### config.mk
export PLATFORM = sky130hd
export DESIGN_NAME = busword_splitter
export DESIGN_NICKNAME = d
export VERILOG_FILES = /design/src/rtl/split_pkg.sv /design/src/rtl/split_fsm.sv /design/src/rtl/byte_backend.sv /design/src/rtl/read_gather.sv /design/src/rtl/busword_splitter.sv
export SDC_FILE = /design/constraint.sdc
export NUM_CORES = 1
export LEC_CHECK = 0
export BUFFER_PORTS_ARGS = -buffer_cell sky130_fd_sc_hd__buf_2
export CAP_MARGIN = 40
export CORE_MARGIN = 1.5
export CORE_UTILIZATION = 52
export DETAILED_ROUTE_END_ITERATION = 6
export GPL_ROUTABILITY_DRIVEN = 1
export PLACE_DENSITY_LB_ADDON = 0.1
export SLEW_MARGIN = 20
export SYNTH_ARGS = -nofsm -noshare
export SYNTH_HDL_FRONTEND = slang
export SYNTH_SLANG_ARGS = --single-unit
export TNS_END_PERCENT = 100
### constraint.sdc
create_clock -name clk -period 3.8 [get_ports clk]
set_clock_uncertainty 0.15 [all_clocks]
set_input_delay 0.57 -clock clk [delete_from_list [all_inputs] [get_ports clk]]
set_output_delay 0.57 -clock clk [all_outputs]
set_load 0.005 [all_outputs]
### src/rtl/split_pkg.sv
package split_pkg;

    typedef enum logic [1:0] {
        SZ_BYTE = 2'b00,
        SZ_HALF = 2'b01,
        SZ_WORD = 2'b10,
        SZ_WIDE = 2'b11
    } acc_size_e;

    typedef enum logic [1:0] {
        ST_IDLE   = 2'b00,
        ST_XFER   = 2'b01,
        ST_FINISH = 2'b10
    } seq_state_e;

    // number of byte transfers an access of the given width needs
    function automatic logic [2:0] beat_count(input logic [1:0] sz);
        case (sz)
            SZ_BYTE: beat_count = 3'd1;
            SZ_HALF: beat_count = 3'd2;
            default: beat_count = 3'd4;
        endcase
    endfunction

    // address bits cleared to reach natural alignment
    function automatic logic [1:0] align_mask(input logic [1:0] sz);
        case (sz)
            SZ_BYTE: align_mask = 2'b00;
            SZ_HALF: align_mask = 2'b01;
            default: align_mask = 2'b11;
        endcase
    endfunction

endpackage

### src/rtl/split_fsm.sv
module split_fsm
    import split_pkg::*;
#(
    parameter int ADDR_W  = 12,
    parameter int DATA_W  = 32
) (
    input  logic                  clk,
    input  logic                  rst_n,
    input  logic                  req_valid,
    input  logic                  req_write,
    input  logic [1:0]            req_size,
    input  logic [ADDR_W-1:0]     req_addr,
    input  logic [DATA_W-1:0]     req_wdata,
    output logic                  busy,
    output logic                  done,
    output logic                  bb_valid,
    output logic                  bb_write,
    output logic [ADDR_W-1:0]     bb_addr,
    output logic [7:0]            bb_wdata,
    output logic [$clog2(DATA_W/8)-1:0] beat_idx,
    output logic                  gather_clr
);
    localparam int LANES  = DATA_W / 8;
    localparam int LANE_W = $clog2(LANES);

    seq_state_e          state_q, state_d;
    logic [LANE_W-1:0]   beat_q, last_q;
    logic [ADDR_W-1:0]   base_q;
    logic [DATA_W-1:0]   wdata_q;
    logic                write_q;
    logic                accept;
    logic [ADDR_W-1:0]   aligned;

    assign accept  = (state_q == ST_IDLE) && req_valid;
    assign aligned = req_addr & ~{{(ADDR_W-2){1'b0}}, align_mask(req_size)};

    // next-state selection
    always_comb begin
        state_d = state_q;
        unique case (state_q)
            ST_IDLE:   if (req_valid) state_d = ST_XFER;
            ST_XFER:   if (beat_q == last_q) state_d = ST_FINISH;
            ST_FINISH: state_d = ST_IDLE;
            default:   state_d = ST_IDLE;
        endcase
    end

    // state register
    always_ff @(posedge clk or negedge rst_n) begin
        if (!rst_n) state_q <= ST_IDLE;
        else        state_q <= state_d;
    end

    // request capture and beat counter
    always_ff @(posedge clk or negedge rst_n) begin
        if (!rst_n) begin
            base_q  <= '0;
            wdata_q <= '0;
            write_q <= 1'b0;
            last_q  <= '0;
            beat_q  <= '0;
        end else if (accept) begin
            base_q  <= aligned;
            wdata_q <= req_wdata;
            write_q <= req_write;
            last_q  <= LANE_W'(beat_count(req_size) - 3'd1);
            beat_q  <= '0;
        end else if (state_q == ST_XFER) begin
            beat_q  <= beat_q + 1'b1;
        end
    end

    // outputs
    always_comb begin
        busy       = 1'b0;
        done       = 1'b0;
        bb_valid   = 1'b0;
        bb_write   = 1'b0;
        unique case (state_q)
            ST_IDLE:   ;
            ST_XFER: begin
                busy     = 1'b1;
                bb_valid = 1'b1;
                bb_write = write_q;
            end
            ST_FINISH: begin
                busy = 1'b1;
                done = 1'b1;
            end
            default:   ;
        endcase
        bb_addr    = base_q + {{(ADDR_W-LANE_W){1'b0}}, beat_q};
        bb_wdata   = wdata_q[{beat_q, 3'b000} +: 8];
        beat_idx   = beat_q;
        gather_clr = accept;
    end

endmodule

### src/rtl/byte_backend.sv
module byte_backend #(
    parameter int          ADDR_W     = 12,
    parameter int          RW_BYTES   = 8,
    parameter int          CONST_ADDR = 32,
    parameter logic [15:0] CONST_VAL  = 16'h0200
) (
    input  logic              clk,
    input  logic              rst_n,
    input  logic              bb_valid,
    input  logic              bb_write,
    input  logic [ADDR_W-1:0] bb_addr,
    input  logic [7:0]        bb_wdata,
    output logic [7:0]        bb_rdata
);
    localparam logic [ADDR_W-1:0] C_LO = ADDR_W'(CONST_ADDR);
    localparam logic [ADDR_W-1:0] C_HI = ADDR_W'(CONST_ADDR + 1);

    logic [7:0]          cell_q [RW_BYTES];
    logic [RW_BYTES-1:0] hit;
    logic [7:0]          rd;

    // one decoder per read-write cell
    for (genvar g = 0; g < RW_BYTES; g++) begin : g_dec
        assign hit[g] = bb_valid && (bb_addr == ADDR_W'(g));
    end

    always_ff @(posedge clk or negedge rst_n) begin
        if (!rst_n) begin
            for (int i = 0; i < RW_BYTES; i++) cell_q[i] <= 8'h00;
        end else if (bb_write) begin
            for (int i = 0; i < RW_BYTES; i++)
                if (hit[i]) cell_q[i] <= bb_wdata;
        end
    end

    // read mux: constant bytes and cells, everything else zero
    always_comb begin
        rd = 8'h00;
        for (int i = 0; i < RW_BYTES; i++)
            if (hit[i]) rd = cell_q[i];
        if (bb_addr == C_LO) rd = CONST_VAL[7:0];
        if (bb_addr == C_HI) rd = CONST_VAL[15:8];
        bb_rdata = bb_valid ? rd : 8'h00;
    end

endmodule

### src/rtl/read_gather.sv
module read_gather #(
    parameter int DATA_W = 32
) (
    input  logic                        clk,
    input  logic                        rst_n,
    input  logic                        clr,
    input  logic                        cap,
    input  logic [$clog2(DATA_W/8)-1:0] idx,
    input  logic [7:0]                  byte_in,
    output logic [DATA_W-1:0]           word
);
    localparam int LANES  = DATA_W / 8;
    localparam int LANE_W = $clog2(LANES);

    logic [LANES-1:0]  lane_en;
    logic [DATA_W-1:0] acc_q;

    for (genvar g = 0; g < LANES; g++) begin : g_lane
        assign lane_en[g] = cap && (idx == LANE_W'(g));
    end

    always_ff @(posedge clk or negedge rst_n) begin
        if (!rst_n) begin
            acc_q <= '0;
        end else if (clr) begin
            acc_q <= '0;
        end else begin
            for (int i = 0; i < LANES; i++)
                if (lane_en[i]) acc_q[i*8 +: 8] <= byte_in;
        end
    end

    assign word = acc_q;

endmodule

### src/rtl/busword_splitter.sv
module busword_splitter #(
    parameter int          ADDR_W     = 12,
    parameter int          RW_BYTES   = 8,
    parameter int          CONST_ADDR = 32,
    parameter logic [15:0] CONST_VAL  = 16'h0200
) (
    input  logic              clk,
    input  logic              rst_n,
    input  logic              req_valid,
    input  logic              req_write,
    input  logic [1:0]        req_size,
    input  logic [ADDR_W-1:0] req_addr,
    input  logic [31:0]       req_wdata,
    output logic              busy,
    output logic              done,
    output logic [31:0]       rdata,
    output logic              bb_valid,
    output logic              bb_write,
    output logic [ADDR_W-1:0] bb_addr,
    output logic [7:0]        bb_wdata,
    output logic [7:0]        bb_rdata
);
    localparam int DATA_W = 32;
    localparam int LANE_W = $clog2(DATA_W / 8);

    logic [LANE_W-1:0] beat_idx;
    logic              gather_clr;

    split_fsm #(.ADDR_W(ADDR_W), .DATA_W(DATA_W)) u_fsm (
        .clk        (clk),
        .rst_n      (rst_n),
        .req_valid  (req_valid),
        .req_write  (req_write),
        .req_size   (req_size),
        .req_addr   (req_addr),
        .req_wdata  (req_wdata),
        .busy       (busy),
        .done       (done),
        .bb_valid   (bb_valid),
        .bb_write   (bb_write),
        .bb_addr    (bb_addr),
        .bb_wdata   (bb_wdata),
        .beat_idx   (beat_idx),
        .gather_clr (gather_clr)
    );

    byte_backend #(
        .ADDR_W     (ADDR_W),
        .RW_BYTES   (RW_BYTES),
        .CONST_ADDR (CONST_ADDR),
        .CONST_VAL  (CONST_VAL)
    ) u_backend (
        .clk      (clk),
        .rst_n    (rst_n),
        .bb_valid (bb_valid),
        .bb_write (bb_write),
        .bb_addr  (bb_addr),
        .bb_wdata (bb_wdata),
        .bb_rdata (bb_rdata)
    );

    read_gather #(.DATA_W(DATA_W)) u_gather (
        .clk     (clk),
        .rst_n   (rst_n),
        .clr     (gather_clr),
        .cap     (bb_valid && !bb_write),
        .idx     (beat_idx),
        .byte_in (bb_rdata),
        .word    (rdata)
    );

endmodule

# == After elaboration in Yosys (flattened, before gate mapping) ==
# Index checks and enable logic that the tools add are counted.
# word_totals
reg_bits,147
input_bits,50
out_inout_bits,64
elab_cells,104
# op_classes
addsub,3
n_eq_ne,18
shifts,1
n_mux,28
n_bitwise,2
reduce_logical,34
# op_table
op,count
two-way mux 8 bit,15
equality test 12 x 3 -> 1 bit (second input constant),4
two-way mux 32 bit,1
indexed part select 32 x 6 -> 8 bit,1
equality test 12 x 2 -> 1 bit (second input constant),2
equality test 12 x 6 -> 1 bit (second input constant),2
AND reduction 2 bit,9
logical AND 1 bit,14
adder 12 x 2 -> 12 bit,1
AND 12 bit,1
equality test 12 x 1 -> 1 bit (second input constant),1
zero test 12 bit,1
NOT 2 -> 12 bit,1
one-hot mux 2 bit (2 select lines),3
two-way mux 2 bit,5
nonzero test 2 bit,5
equality test 2 x 1 -> 1 bit (second input constant),3
equality test 2 bit (second input constant),3
zero test 2 bit,3
two-way mux 1 bit,4
adder 2 x 1 -> 2 bit (second input constant),1
equality test 2 bit,1
inequality test 2 x 1 -> 1 bit (second input constant),1
inequality test 2 bit (second input constant),1
3 further kinds,3

# == Depth between registers and ports, before layout ==
# logic_depth
ltp_word,16
ltp_mapped,13
depth_no_buf,10

# == Cells and area by module ==
# Synthesis repeated with hierarchy kept, for this count alone.
# hier_totals
cells_unflattened,527
hier_area_um2,7139.3
# by_module_without_submodules
module,instances,cells_per_inst,area_per_inst_um2
byte_backend,1,227,3101.7
split_fsm,1,183,2578.7
read_gather,1,116,1445.1
busword_splitter,1,1,13.8

# == Worst setup path after synthesis ==
# No wires, ideal clock.
# synth_path
path_kind,register to output
startpoint,register u_fsm.beat_q[1] (netlist: u_fsm.beat_idx[1])
endpoint,output port bb_rdata[5]
arrival_time_ns,3.006
t_required_ns,3.080
path_slack_ns,0.074
stages_incl_launch_ff,12
path_cell_list,dfrtp_1 > buf_6 > inv_1 > fa_1 > buf_2 > nand4b_1 > o22a_1 > or4_1 > or3_1 > a221oi_1 > nor2_1 > o32ai_1
# synth_between
elab_chain_cells,14
# synth_lines
item,line_no,source
start: declaration,split_fsm.sv:27,"logic [LANE_W-1:0] beat_q, last_q;"
start signal: assignment,split_fsm.sv:69,beat_q <= beat_q + 1'b1;
adder 12 x 2 -> 12 bit *,split_fsm.sv:92,"bb_addr = base_q + {{(ADDR_W-LANE_W){1'b0}}, beat_q};"
zero test 12 bit,byte_backend.sv:24,assign hit[g] = bb_valid && (bb_addr == ADDR_W'(g));
logical AND 1 bit,byte_backend.sv:24,
two-way mux 8 bit (8 in a row),byte_backend.sv:40,if (hit[i]) rd = cell_q[i];
two-way mux 8 bit,byte_backend.sv:41,if (bb_addr == C_LO) rd = CONST_VAL[7:0];
two-way mux 8 bit *,byte_backend.sv:42,if (bb_addr == C_HI) rd = CONST_VAL[15:8];
two-way mux 8 bit *,byte_backend.sv:43,bb_rdata = bb_valid ? rd : 8'h00;
end: declaration,busword_splitter.sv:21,output logic [7:0] bb_rdata
# Every way passes the cells marked *; elsewhere a longest branch is shown, timed or not.

# == Worst setup path after layout ==
# layout_path
startpoint,register u_fsm.base_q[0]
endpoint,output port bb_rdata[5]
# layout_between
elab_chain_cells,14
# layout_lines
item,line_no,source
start: declaration,split_fsm.sv:28,logic [ADDR_W-1:0] base_q;
start signal: assignment,split_fsm.sv:63,base_q <= aligned;
adder 12 x 2 -> 12 bit *,split_fsm.sv:92,
zero test 12 bit,byte_backend.sv:24,
logical AND 1 bit,byte_backend.sv:24,
two-way mux 8 bit (8 in a row),byte_backend.sv:40,
two-way mux 8 bit,byte_backend.sv:41,
two-way mux 8 bit *,byte_backend.sv:42,
two-way mux 8 bit *,byte_backend.sv:43,
# Marked as above.

==> impl_metrics.ini <==
[layout]
final_cells = 1123
fin_nets = 990
diodes = 0
final_common_cell = nand2_1
drive_gt1_frac = 0.351
final_cell_mix = nand2_1, dfrtp_1, buf_2, mux2_2, buf_4
area_growth_pct = 24.0

[floorplanning]
core_area_sq_um = 14600
pin_count = 114
die_area_sq_um = 15700
row_count = 44
die_y_microns = 125
start_util = 0.533
chipWidth_microns = 125

[clock_tree]
clk_path_buf_depth = 2
clkLatencyLatePin_ps = 420
cts_htree_levels = 4
clkSinkCount = 147
path_clk_slew_ps = 60
cts_tree = built
cts-root-buf = clkbuf_16
cts_buffers = 17

[run]
cap_violations = 0

[timing]
rsz0062_at_grt = yes
maxSlewHeadroom = 0.589
setup_tns_ps = -2080
setup_viol = 8
setup_ws_ps = -411
hold_slack_ps = 190
timing.final.crit_share = 1.11
fmax_ghz = 0.237
slew_viol_final = 0
hold_violations = 0
worst_slew_pin_slew_ps = 610
final.min_clock_period_ps = 4210

[yosys]
netlist_area_sq_um = 7780
yosysTopAreaCellShare = 0.473
yosysWarnings = 0
synth-seq-cells = 147
synth_top_cells_by_area = dfrtp_1, mux2_2, nand2_1
synthesis.instances = 780
yosys.area.top_type = dfrtp_1
async_flop_share = 1.00
yosysSeqAreaShare = 0.473
synth_ff_type = dfrtp_1
avgSynthCellArea_sq_um = 9.97
synth_edf_count = 0
synth_cell_type_count = 60
syn_nets = 842

[drt]
wl_per_cell_microns = 18.3
drc = 0
drtIter0Drc = 404
first_pass_iters = 4
antenna_left = 0
dr_total_vias = 6543
viasPerCell = 5.83
drt-total-wl_mm = 20.6

[grt]
grt_pass1_wl_mm = 33.7
antenna_found_initial = 0
grt_pass1_vias = 6519
grt_max_degree = 88
overflow = 0
grt.total_usage = 0.270

[outcome]
run_status = complete, but fails checks
violations = setup timing

[power]
clock_power_share = 0.243
power_leakage_nw = 4.68
max-vdd-ir-drop_mv = 0.399
swShare = 0.415
switchingPower_w = 0.00289
power.share.combinational = 0.461
power.density_nw_per_um2 = 720
seq_power_share = 0.295
p_int_w = 0.00406

[worst_hold_path]
hp-class = in2reg

[setup_path]
cp_max_fo = 2
start_kind = flop
criticalPathCategory = reg2out
cp.arrival_ps = 3490
end_kind = primary output
critPathRequiredTime_ps = 3080

[place]
place_ws_ps = -91.5
dp_hpwl_mm = 14.7
port_buffers = 113
gp_congestion = 0.932
dp_cells = 1083
-- layout make-up --
cell class	count	area (sq um)
Tap cell	184	230
Timing Repair Buffer	177	1090
Fill cell	1155	4950
Inverter	13	48.8
Multi-Input combinational cell	572	4000
Clock inverter	11	154
Sequential cell	147	3680
Clock buffer	19	443
-- synth_stat cells, types with 4 or more instances --
cell type and instances:
nor2_1 46, ha_1 11, buf_2 11, mux2_2 65, mux2i_1 15, o31ai_1 26
nand3_1 32, or3_1 18, clkbuf_1 28, inv_1 13, a211oi_1 7, dfrtp_1 147
mux4_2 10, xnor2_1 8, nand4_1 8, o21ai_0 13, nand2b_1 4, o32ai_1 13
nor3_1 11, o22ai_1 8, o2111ai_1 5, xor2_1 6, o22a_1 7, nand2_1 174
a21oi_1 41
-- worst max-delay path: stages, from the launching register on --
cell,delay [ps]
dfrtp_1,350
ha_2,190
inv_2,40
fa_2,340
nand4b_1,210
o22a_1,250
or4_4,450
or3_4,410
a221oi_4,340
nor2_1,70
o32ai_1,270
buf_2,160
-- layer usage --
layer	wire [microns]	track usage	vias to the layer above
met1	9400	0.370	3244
li1	-	-	3071
met4	428	0.0929	0
met3	943	0.0505	37
met5	0	0	-
met2	9790	0.434	191
-- stage by stage --
| stage | area, sq um | power, W | utilization |
|---|---|---|---|
| 6_report | 9640 | 0.00695 | 0.661 |
| 5_1_grt | 9640 | 0.00737 | 0.661 |
| 4_1_cts | 9530 | 0.00689 | 0.653 |
| 3_5_place_dp | 8770 | 0.00506 | 0.601 |
| 3_3_place_gp | 8750 | 0.00498 | 0.600 |
| 2_1_floorplan | 7780 | 0.00395 | - |
-- registers in the layout, summed over array words and instances, names as in the netlist --
signal            flops
u_fsm.state_q         2
u_gather.word        32
u_fsm.write_q         1
u_fsm.base_q         12
u_fsm.wdata_q        32
u_backend.cell_q     64
u_fsm.beat_idx        2
u_fsm.last_q          2
-- kinds of logic after synthesis --
kind of cell,Yosys count,synth area share
AOI/OAI and AO/OA,131,0.118
xor gates and xnor gates,14,0.0158
adders and majority gates,12,0.0203
buffers and inverters,61,0.0364
DFF,147,0.473
muxes,90,0.142
and+or+nand+nor,325,0.194
-- power by group through the flow --
stage / registers (W) / logic (W) / clock network, W
2_1_floorplan: 0.00200 / 0.00196 / 0
3_3_place_gp: 0.00205 / 0.00293 / 0
3_5_place_dp: 0.00207 / 0.00300 / 0
4_1_cts: 0.00205 / 0.00313 / 0.00172
5_1_grt: 0.00209 / 0.00349 / 0.00179
6_report: 0.00205 / 0.00320 / 0.00169
-- path summary, 6_finish.rpt --
path                              startpoint                   end  slack (ps)  depth (start not counted)
hold / removal                 req_wdata[26]     u_fsm.wdata_q[26]         190                          3
setup reg to reg             u_fsm.base_q[0]  u_backend.cell_q[25]         280                         12
hold reg to reg            u_fsm.wdata_q[27]     u_fsm.wdata_q[27]         320                          2
min in group asynchronous              rst_n      u_fsm.state_q[0]         360                          2
max in group asynchronous              rst_n     u_gather.word[16]        2230                          4
setup / recovery             u_fsm.base_q[0]           bb_rdata[5]        -410                         11
-- repair_timing --
action / in CTS / in global routing
resized for setup: 25 / 11
hold buffers: 0 / 1
setup endpoints to repair: 8 / 8
endpoints found under the hold margin: 0 / 4
pin swaps: 13 / 8
buffers inserted: 5 / 2
Note: power is estimated with default switching activity, not from simulation.
